===== src/rtl/edid_pkg.sv =====
// Shared types for the EDID two-wire slave.
// Assumes: one byte per bus transfer, MSB first.
package edid_pkg;

    localparam int BYTE_W = 8;

    typedef enum logic [3:0] {
        ST_IDLE,
        ST_ADDR,
        ST_ADDR_ACK,
        ST_OFFS,
        ST_OFFS_ACK,
        ST_WDATA,
        ST_WDATA_ACK,
        ST_RDATA,
        ST_RACK
    } edid_state_e;

endpackage


===== src/rtl/edid_bus_sync.sv =====
// Synchronizes SCL/SDA into the system clock and derives bus events.
// Assumes: SYNC_STAGES >= 2; an idle bus is high, so flops reset to 1.
module edid_bus_sync #(
    parameter int SYNC_STAGES = 2
) (
    input  logic clk,
    input  logic rst_n,
    input  logic scl_i,
    input  logic sda_i,
    output logic sda_s,
    output logic scl_rise,
    output logic scl_fall,
    output logic bus_start,
    output logic bus_stop
);
    logic [SYNC_STAGES-1:0] scl_pipe;
    logic [SYNC_STAGES-1:0] sda_pipe;
    logic                   scl_prev;
    logic                   sda_prev;
    logic                   scl_s;

    // Shift the raw lines through the synchronizer chain and keep one old sample.
    always_ff @(posedge clk) begin
        if (!rst_n) begin
            scl_pipe <= '1;
            sda_pipe <= '1;
            scl_prev <= 1'b1;
            sda_prev <= 1'b1;
        end else begin
            scl_pipe <= {scl_pipe[SYNC_STAGES-2:0], scl_i};
            sda_pipe <= {sda_pipe[SYNC_STAGES-2:0], sda_i};
            scl_prev <= scl_pipe[SYNC_STAGES-1];
            sda_prev <= sda_pipe[SYNC_STAGES-1];
        end
    end

    // Decode edges and START/STOP conditions from the synchronized samples.
    always_comb begin
        scl_s     = scl_pipe[SYNC_STAGES-1];
        sda_s     = sda_pipe[SYNC_STAGES-1];
        scl_rise  = scl_s & ~scl_prev;
        scl_fall  = ~scl_s & scl_prev;
        bus_start = scl_s & scl_prev & sda_prev & ~sda_s;
        bus_stop  = scl_s & scl_prev & ~sda_prev & sda_s;
    end

endmodule


===== src/rtl/edid_mem.sv =====
// Byte table with one write port and one combinational read port.
// Assumes: the caller arbitrates write sources; contents are not reset.
module edid_mem #(
    parameter int ADDR_W = 8,
    parameter int DATA_W = 8
) (
    input  logic              clk,
    input  logic              we,
    input  logic [ADDR_W-1:0] waddr,
    input  logic [DATA_W-1:0] wdata,
    input  logic [ADDR_W-1:0] raddr,
    output logic [DATA_W-1:0] rdata
);
    localparam int DEPTH = 1 << ADDR_W;

    logic [DATA_W-1:0] cells [DEPTH];

    // Store one byte per enabled cycle.
    always_ff @(posedge clk) begin
        if (we) begin
            cells[waddr] <= wdata;
        end
    end

    // Present the addressed byte without delay.
    always_comb begin
        rdata = cells[raddr];
    end

endmodule


===== src/rtl/edid_i2c_fsm.sv =====
// Protocol engine: address match, offset capture, writes, sequential reads.
// Assumes: events come from edid_bus_sync; ADDR_W <= 8; no clock stretching.
module edid_i2c_fsm
    import edid_pkg::*;
#(
    parameter int ADDR_W = 8
) (
    input  logic              clk,
    input  logic              rst_n,
    input  logic              enable,
    input  logic [6:0]        dev_addr,
    input  logic              wr_allow,
    input  logic              sda_s,
    input  logic              scl_rise,
    input  logic              scl_fall,
    input  logic              bus_start,
    input  logic              bus_stop,
    input  logic [BYTE_W-1:0] rd_data,
    output logic [ADDR_W-1:0] ptr,
    output logic              mem_we,
    output logic [ADDR_W-1:0] mem_waddr,
    output logic [BYTE_W-1:0] mem_wdata,
    output logic              sda_oe
);
    localparam int                CNT_W = $clog2(BYTE_W + 1);
    localparam logic [CNT_W-1:0]  LAST  = CNT_W'(BYTE_W);

    edid_state_e       state;
    logic [CNT_W-1:0]  cnt;
    logic [BYTE_W-1:0] shreg;
    logic [BYTE_W-1:0] tx;
    logic              is_rd;
    logic              mack;

    // Advance the transfer on each decoded bus event.
    always_ff @(posedge clk) begin
        if (!rst_n) begin
            state     <= ST_IDLE;
            cnt       <= '0;
            shreg     <= '0;
            tx        <= '0;
            ptr       <= '0;
            is_rd     <= 1'b0;
            mack      <= 1'b0;
            sda_oe    <= 1'b0;
            mem_we    <= 1'b0;
            mem_waddr <= '0;
            mem_wdata <= '0;
        end else begin
            mem_we <= 1'b0;
            if (!enable || bus_stop) begin
                state  <= ST_IDLE;
                cnt    <= '0;
                sda_oe <= 1'b0;
            end else if (bus_start) begin
                state  <= ST_ADDR;
                cnt    <= '0;
                sda_oe <= 1'b0;
            end else begin
                case (state)
                    ST_ADDR, ST_OFFS, ST_WDATA: begin
                        if (scl_rise) begin
                            shreg <= {shreg[BYTE_W-2:0], sda_s};
                            cnt   <= cnt + CNT_W'(1);
                        end else if (scl_fall && cnt == LAST) begin
                            if (state == ST_ADDR) begin
                                if (shreg[BYTE_W-1:1] == dev_addr) begin
                                    is_rd  <= shreg[0];
                                    sda_oe <= 1'b1;
                                    state  <= ST_ADDR_ACK;
                                end else begin
                                    state <= ST_IDLE;
                                end
                            end else if (state == ST_OFFS) begin
                                ptr    <= shreg[ADDR_W-1:0];
                                sda_oe <= 1'b1;
                                state  <= ST_OFFS_ACK;
                            end else if (wr_allow) begin
                                mem_we    <= 1'b1;
                                mem_waddr <= ptr;
                                mem_wdata <= shreg;
                                ptr       <= ptr + ADDR_W'(1);
                                sda_oe    <= 1'b1;
                                state     <= ST_WDATA_ACK;
                            end else begin
                                state <= ST_IDLE;
                            end
                        end
                    end
                    ST_ADDR_ACK: begin
                        if (scl_fall) begin
                            cnt <= '0;
                            if (is_rd) begin
                                tx     <= rd_data;
                                sda_oe <= ~rd_data[BYTE_W-1];
                                state  <= ST_RDATA;
                            end else begin
                                sda_oe <= 1'b0;
                                state  <= ST_OFFS;
                            end
                        end
                    end
                    ST_OFFS_ACK, ST_WDATA_ACK: begin
                        if (scl_fall) begin
                            cnt    <= '0;
                            sda_oe <= 1'b0;
                            state  <= ST_WDATA;
                        end
                    end
                    ST_RDATA: begin
                        if (scl_rise) begin
                            cnt <= cnt + CNT_W'(1);
                        end else if (scl_fall) begin
                            if (cnt == LAST) begin
                                sda_oe <= 1'b0;
                                ptr    <= ptr + ADDR_W'(1);
                                state  <= ST_RACK;
                            end else begin
                                sda_oe <= ~tx[BYTE_W-2];
                                tx     <= {tx[BYTE_W-2:0], 1'b0};
                            end
                        end
                    end
                    ST_RACK: begin
                        if (scl_rise) begin
                            mack <= ~sda_s;
                        end else if (scl_fall) begin
                            if (mack) begin
                                cnt    <= '0;
                                tx     <= rd_data;
                                sda_oe <= ~rd_data[BYTE_W-1];
                                state  <= ST_RDATA;
                            end else begin
                                state <= ST_IDLE;
                            end
                        end
                    end
                    default: begin
                        sda_oe <= 1'b0;
                    end
                endcase
            end
        end
    end

    // a STOP always leaves SDA released on the next cycle.
    p_stop_release_r10: assert property (@(posedge clk) disable iff (!rst_n)
        bus_stop |=> !sda_oe);

    // SDA is only pulled low right after a detected SCL falling edge.
    p_drive_after_fall_r12: assert property (@(posedge clk) disable iff (!rst_n)
        $rose(sda_oe) |-> $past(scl_fall));

    // an ACK for an address is only given right after a falling edge
    // that closes a complete byte.
    p_ack_after_byte_r7: assert property (@(posedge clk) disable iff (!rst_n)
        (state == ST_ADDR_ACK && $past(state) == ST_ADDR) |-> $past(cnt) == LAST);

endmodule


===== src/rtl/edid_i2c_slave.sv =====
// Top: sideband registers, write-port arbitration, sync, engine and table.
// Assumes: preload and bus writes may collide; the preload port wins.
module edid_i2c_slave #(
    parameter int         ADDR_W      = 8,
    parameter int         SYNC_STAGES = 2,
    parameter logic [6:0] DEF_DEV     = 7'h50
) (
    input  logic              clk,
    input  logic              rst_n,
    input  logic              scl_i,
    input  logic              sda_i,
    output logic              sda_oe,
    input  logic              cfg_wr,
    input  logic              cfg_sel,
    input  logic [7:0]        cfg_wdata,
    input  logic              pre_we,
    input  logic [ADDR_W-1:0] pre_addr,
    input  logic [7:0]        pre_data
);
    import edid_pkg::*;

    logic [7:0]        dev_q;
    logic              off_q;
    logic              sda_s, scl_rise, scl_fall, bus_start, bus_stop;
    logic [ADDR_W-1:0] ptr;
    logic [BYTE_W-1:0] rd_data;
    logic              bus_we;
    logic [ADDR_W-1:0] bus_waddr;
    logic [BYTE_W-1:0] bus_wdata;
    logic              mem_we;
    logic [ADDR_W-1:0] mem_waddr;
    logic [BYTE_W-1:0] mem_wdata;

    // Hold the device address/protect register and the interface-off flag.
    always_ff @(posedge clk) begin
        if (!rst_n) begin
            dev_q <= {DEF_DEV, 1'b1};
            off_q <= 1'b0;
        end else if (cfg_wr) begin
            if (cfg_sel) begin
                off_q <= cfg_wdata[0];
            end else begin
                dev_q <= cfg_wdata;
            end
        end
    end

    // Give the preload port priority over bus writes on the single write port.
    always_comb begin
        mem_we    = pre_we | bus_we;
        mem_waddr = pre_we ? pre_addr : bus_waddr;
        mem_wdata = pre_we ? pre_data : bus_wdata;
    end

    edid_bus_sync #(.SYNC_STAGES(SYNC_STAGES)) i_sync (
        .clk      (clk),
        .rst_n    (rst_n),
        .scl_i    (scl_i),
        .sda_i    (sda_i),
        .sda_s    (sda_s),
        .scl_rise (scl_rise),
        .scl_fall (scl_fall),
        .bus_start(bus_start),
        .bus_stop (bus_stop)
    );

    edid_i2c_fsm #(.ADDR_W(ADDR_W)) i_fsm (
        .clk      (clk),
        .rst_n    (rst_n),
        .enable   (~off_q),
        .dev_addr (dev_q[7:1]),
        .wr_allow (~dev_q[0]),
        .sda_s    (sda_s),
        .scl_rise (scl_rise),
        .scl_fall (scl_fall),
        .bus_start(bus_start),
        .bus_stop (bus_stop),
        .rd_data  (rd_data),
        .ptr      (ptr),
        .mem_we   (bus_we),
        .mem_waddr(bus_waddr),
        .mem_wdata(bus_wdata),
        .sda_oe   (sda_oe)
    );

    edid_mem #(.ADDR_W(ADDR_W), .DATA_W(BYTE_W)) i_mem (
        .clk  (clk),
        .we   (mem_we),
        .waddr(mem_waddr),
        .wdata(mem_wdata),
        .raddr(ptr),
        .rdata(rd_data)
    );

    // with the interface off, SDA is released from the next cycle on.
    p_off_quiet_r8: assert property (@(posedge clk) disable iff (!rst_n)
        off_q |=> !sda_oe);

    // a bus write only follows a cycle in which protection was clear.
    p_no_write_protected_r5: assert property (@(posedge clk) disable iff (!rst_n)
        bus_we |-> !$past(dev_q[0]));

endmodule


===== config.mk =====
export PLATFORM = sky130hd
export DESIGN_NAME = edid_i2c_slave
export DESIGN_NICKNAME = d
export VERILOG_FILES = /design/src/rtl/edid_pkg.sv /design/src/rtl/edid_bus_sync.sv /design/src/rtl/edid_mem.sv /design/src/rtl/edid_i2c_fsm.sv /design/src/rtl/edid_i2c_slave.sv
export SDC_FILE = /design/constraint.sdc
export NUM_CORES = 2
export LEC_CHECK = 0
export CAP_MARGIN = 5
export CORE_MARGIN = 2
export CORE_UTILIZATION = 25
export CTS_BUF_LIST = sky130_fd_sc_hd__clkbuf_4
export CTS_CLUSTER_DIAMETER = 150
export DETAILED_ROUTE_END_ITERATION = 12
export GPL_ROUTABILITY_DRIVEN = 1
export PLACE_DENSITY_LB_ADDON = 0.05
export REMOVE_ABC_BUFFERS = 1
export SKIP_LAST_GASP = 1
export SYNTH_ARGS = -nofsm -noshare
export SYNTH_HDL_FRONTEND = slang
export SYNTH_HIERARCHICAL = 1
export SYNTH_SLANG_ARGS = --single-unit

===== constraint.sdc =====
create_clock -name clk -period 3.7 [get_ports clk]
set_input_delay 0.555 -clock clk [delete_from_list [all_inputs] [get_ports clk]]
set_output_delay 0.555 -clock clk [all_outputs]
set_load 0.01 [all_outputs]

After elaboration in Yosys (flattened, before gate mapping)
Memory sizes are Yosys's and may differ from the RTL's. A register that Yosys moved wholly into a read port is not among the register bits.
Index checks and enable logic that the tools add are counted.
Widths: inputs -> output; s select.

word-level totals
  ROM bits = 0
  RAM bits = 2048
  bits in latches = 0
  flip-flop bits (word level) = 66
  memories kept = 1
  word-level logic and storage cells = 172

cells by class
  multiply operators = 0
  bitwise logic cells = 24
  shift-type cells = 0
  reduce and logical (&&, ||, !) cells = 26
  add/sub/neg operators = 2
  div/mod/pow operators = 0
  muxes and demuxes = 64
  equal/unequal tests = 37
  magnitude comparators = 0

memory list
  name         depth  width  read ports  clocked after memory_dff  wr ports  line            text
  i_mem.cells  256    8      1           1                         1         edid_mem.sv:16  logic [DATA_W-1:0] cells [DEPTH];

operator list
  kind                 number
  $mux 8               12
  $mux 4               16
  $mux 7               8
  $reduce_and 10->1    3
  $reduce_and 11->1    2
  $ne 3x2->1 const B   7
  $pmux 7 s3           1
  $ne 2x1->1 const B   10
  $pmux 4 s5           1
  $mux 1               19
  $eq 4x3->1 const B   4
  $not 1->1            16
  $pmux 8 s2           1
  $ne 3x3->1 const B   4
  $pmux 4 s3           1
  $ne 2x2->1 const B   5
  $mux 3               3
  $reduce_or 3->1      3
  $add 8x1->8 const B  1
  $eq 4x2->1 const B   2
  $eq 4x4->1 const B   2
  $reduce_and 4->1     2
  $reduce_and 8->1     1
  $reduce_or 8->1      1
  19 further kinds     28

Depth between registers and ports, before layout
  word-level depth = 9
  mapped depth = 14
  mapped depth without buffers = 9

Cells and area by module
Netlist, hierarchy kept.

by module, submodules not included
  module          times used  cells an instance  area each (um2)
  edid_mem        1           3725               79397.4
  edid_i2c_fsm    1           329                2855.2
  edid_i2c_slave  1           60                 619.3
  edid_bus_sync   1           16                 190.2

Worst setup path after synthesis
No wires, ideal clock.

  kind = input -> register
  start point = input port pre_we
  end point = memory i_mem.cells[0][5], data pin
  stages on the path = 2
  path buffers = 1
  required time = 3.144 ns
  data arrival time = 2.564 ns
  slack = 0.581 ns
  setup time = 0.556 ns
  path through = buf_6 > mux2_2

between the ends
  word-level cells in the longest chain between the ends = 1

RTL lines
  element                 line                  text
  start: declaration      edid_i2c_slave.sv:16  input logic pre_we,
  $mux 8                  edid_i2c_slave.sv:52  mem_wdata = pre_we ? pre_data : bus_wdata;
  named net mem_wdata[5]  edid_i2c_slave.sv:32  logic [BYTE_W-1:0] mem_wdata;
  end: declaration        edid_mem.sv:16

The timed path passes the listed nets, and every way through them passes these cells.

==> metrics.md <==
| Metric | Value |
|---|---|
| Routability cong. | `about 0.75` |
| Global-route wire length before repair | `389,000 µm` |
| Core area | `331,000 µm²` |
| Post-route DRC | `0` |
| Total grt overflow | `0` |
| Post-Syn Area | `83,100 µm²` |
| Fin Clk Skew | `roughly 110 ps` |
| Startpoint Class | `register` |
| Worst-path clk slew | `around 70 ps` |
| Max stage delay on crit path | `between 500 and 600 ps` |
| Clk_lat worst skew | `1500 ps` |
| DRT iter0 DRCs | `between 3,000 and 4,000` |
| Crit path max fanout | `36` |
| I/O Buffers | `31` |
| R2r setup slk | `~23 ps` |
| Leak pwr | `32.0 nW` |
| Most used cell, CP | `buf_12` |
| Clock root cell | `clkbuf_4` |
| Dpl ws | `-419 ps` |
| Max-cap violation count | `0` |
| WL/cell | `28.3 µm` |
| FF-to-FF path depth | `13` |
| Storage cell area | `roughly 63,000 µm²` |
| Slowest stage cell, crit path | `nor4_2` |
| Critical Path, Cell by Cell | `buf_12 -> buf_12 -> buf_12 -> buf_4 -> mux4_2 -> a22oi_1 -> a21oi_1 -> nor4_2 -> buf_4 -> nor4_2 -> mux2i_1 -> nand2_1 -> o211a_1` |
| Final WL | `approximately 280,000 µm` |
| Util after Layout | `0.307` |
| Min-Delay Path Depth | `2` |
| Worst Setup Path Type | `register to register` |
| Synth Flop Type | `edfxtp_1` |
| Fraction of registers with async set/reset | `0` |
| Worst r2r dst | `i_fsm/tx[2]` |
| Critical Path RT | `between 5000 and 6000 ps` |
| Clock Tree Buf Depth | `4` |
| GRT Util Overall | `0.165` |
| Netlist cell types | `between 80 and 90` |
| CTS tree | `done` |
| Commonest non-fill, non-tap cells in the layout | `edfxtp_1, clkbuf_4, buf_4` |
| TritonCTS Sinks | `around 2,100` |
| Vias per cell | `about 4.5` |
| H-tree levels | `6` |
| Most common cell after layout, fill and taps aside | `edfxtp_1` |
| Final Hold Fails | `0` |
| Pin count of the biggest net entering global routing | `98` |
| Num CTS Buffers | `between 600 and 700` |
| Fmax | `272 MHz` |
| Post-synthesis sequential area ratio | `0.756` |
| Worst-Margin Slew | `1140 ps` |
| Outcome | `completed` |
| Ys Warns | `6` |
| Row Count | `between 200 and 250` |
| I/O Pins | `32` |
| RR Startpoint | `i_fsm/ptr[1]` |
| Area of the die | `around 340,000 µm²` |
| Critical Path AT | `5050 ps` |
| Nets@finish | `~5,200` |
| Die Y | `580 µm` |
| WHS Endpoint | `i_mem/cells[48][4]` |
| Crit. End Element | `register` |
| Detail Route Antenna Nets | `0` |
| Final Max Slew Viols | `0` |
| Final Cycle Share | `0.994` |
| Avg Cell Area, Syn | `approximately 20 µm²` |
| Worst-case headroom to the max-slew limit | `0.238` |
| Beginning of the worst hold path | `pre_data[4]` |
| Post-DP HPWL | `181,000 µm` |
| Hold crit path type | `input port to register` |
| Vias in the first global route | `47,929` |
| Number of fillers in the final layout | `32,588` |
| #FFs+latches synth | `approximately 2,100` |
| Initial Utilization | `0.251` |
| Share of layout cells above drive strength 1 | `0.375` |
| RSZ-0062 raised after global routing | `true` |
| Hold Worst Slack | `~230 ps` |
| First-pass detailed-route iteration total | `5` |
| Crit path time final | `3680 ps` |
| Synth Instances | `~4,100` |
| Pwr Density | `490 nW/µm²` |
| Die width | `~580 µm` |
| Multi-input gate area | `roughly 19,000 µm²` |
| Routed vias | `45,408` |
| Layout area overhead | `22.1%` |
| Setup ws final | `roughly 23 ps` |
| Max VDD drop | `0.000250 V` |
| EDFF count, synth | `2,048` |
| # setup viols final | `0` |
| Antenna violations before repair | `24` |
worst max-delay path by stage:
stage / from / slack (ps) / to / cells past startpoint
floorplan: i_fsm/ptr[0] / -22690 / i_fsm/tx[1] / 9
global placement: i_fsm/ptr[0] / -960 / i_fsm/sda_oe / 11
detailed placement: i_fsm/ptr[0] / -420 / i_fsm/tx[4] / 12
CTS: i_fsm/ptr[0] / -80 / i_fsm/tx[4] / 11
global route: i_fsm/ptr[0] / -60 / i_fsm/sda_oe / 11
finish: i_fsm/ptr[1] / 20 / i_fsm/tx[2] / 13
flip-flops by register name (all words and copies together), names as in the netlist:
signal and count:
i_fsm/mem_we 1, i_sync/scl_pipe 2, i_fsm/sda_oe 1, i_sync/scl_prev 1, i_mem/cells 2048, dev_q 8, i_fsm/tx 7, i_fsm/mem_wdata 8
i_fsm/is_rd 1, i_fsm/mack 1, i_fsm/cnt 4, i_fsm/shreg 8, i_sync/sda_pipe 2, i_fsm/mem_waddr 8, off_q 1, i_sync/sda_prev 1
i_fsm/ptr 8, i_fsm/state 4
worst max-delay path: cells and delay by family, from the launching register on:
| kind | cells | cell delay (ps) |
|---|---|---|
| mux | 2 | 470 |
| compound gates | 3 | 730 |
| flops | 1 | 410 |
| simple gates | 3 | 700 |
| buf+inv | 5 | 1120 |
synth_stat cells (all sizes together), types with 4 or more instances:
library cell     n  share of area
edfxtp        2048           0.74
mux4           456           0.12
nor2           300          0.014
mux2i          174          0.021
a22oi          134          0.012
buf            130          0.013
clkbuf         130         0.0059
a21oi          107         0.0064
nand2           79         0.0036
dfxtp           66          0.016
nor2b           57         0.0043
o221ai          47         0.0050
nand3           42         0.0026
o21ai           34         0.0020
nor4            30         0.0025
o22ai           29         0.0022
nor3            27         0.0017
nand2b          22         0.0017
a211oi          18         0.0016
mux2            17         0.0027
a221oi          14         0.0016
nand4           14         0.0011
o211ai          13         0.0012
inv             12        0.00054
a21boi          10        0.00090
and2            10        0.00075
xnor2            9        0.00095
a22o             8        0.00084
o211a            8        0.00096
a2111oi          6        0.00096
a31oi            6        0.00045
nand3b           6        0.00069
o22a             6        0.00063
o32ai            6        0.00072
nor3b            5        0.00045
or2              5        0.00038
and3             4        0.00030
o21a             4        0.00036
cells by family after synthesis:
group / count (synthesis) / share of synthesized area
AOI/OAI and AO/OA: 463 / 0.0394
buffers and inverters: 274 / 0.0199
xor gates and xnor gates: 9 / 0.000949
DFF: 2114 / 0.756
adders and majority gates: 3 / 0.000452
muxes: 647 / 0.147
and+or+nand+nor: 620 / 0.0356
metal layers:
metal  part of all wire  vias up  wire [µm]  track usage
li1                   -    19667          -            -
met1               0.46    23950     129000        0.227
met2               0.46     1310     131000        0.258
met3              0.052      479      14800       0.0341
met4              0.030        2       8590       0.0563
met5           0.000046        -         13            0
stage by stage:
stage,TNS [ps],cells,power [mW],instance area (µm²)
3_5_place_dp,-1860,8875,27.8,92900
6_report,0,9999,49.7,101000
4_1_cts,-80.1,9982,50.8,101000
3_3_place_gp,-3520,8874,27.8,92900
5_1_grt,-81.9,9991,52.0,101000
2_1_floorplan,-360320,3870,27.1,81500
final cells by class:
type	instances	share of cell area
flip-flops and latches	2114	0.620
repair buffers	682	0.0616
clock inverters	175	0.0113
diodes	13	0.000321
well taps	4366	0.0539
multi-input cells	1742	0.186
clock buffers	893	0.0661
inverters	14	0.000518
where the power goes:
part | internal (mW) | total [mW] | switching (mW)
Clock | 12.0 | 22.4 | 10.4
Sequential | 26.3 | 26.3 | 0.0170
Combinational | 0.246 | 0.976 | 0.731
Total | 38.5 | 49.7 | 11.2
repair_timing:
| action | 4_1_cts | 5_1_grt |
|---|---|---|
| hold endpoints to repair | 76 | 0 |
| endpoints found under the setup margin | 6 | 5 |
| hold buffers | 39 | 0 |
| buffers inserted | 0 | 2 |
| gates resized for setup | 11 | 16 |
| pin swaps | 1 | 2 |
| gates cloned | 0 | 2 |
No activity file was read; power rests on OpenSTA's default activity.
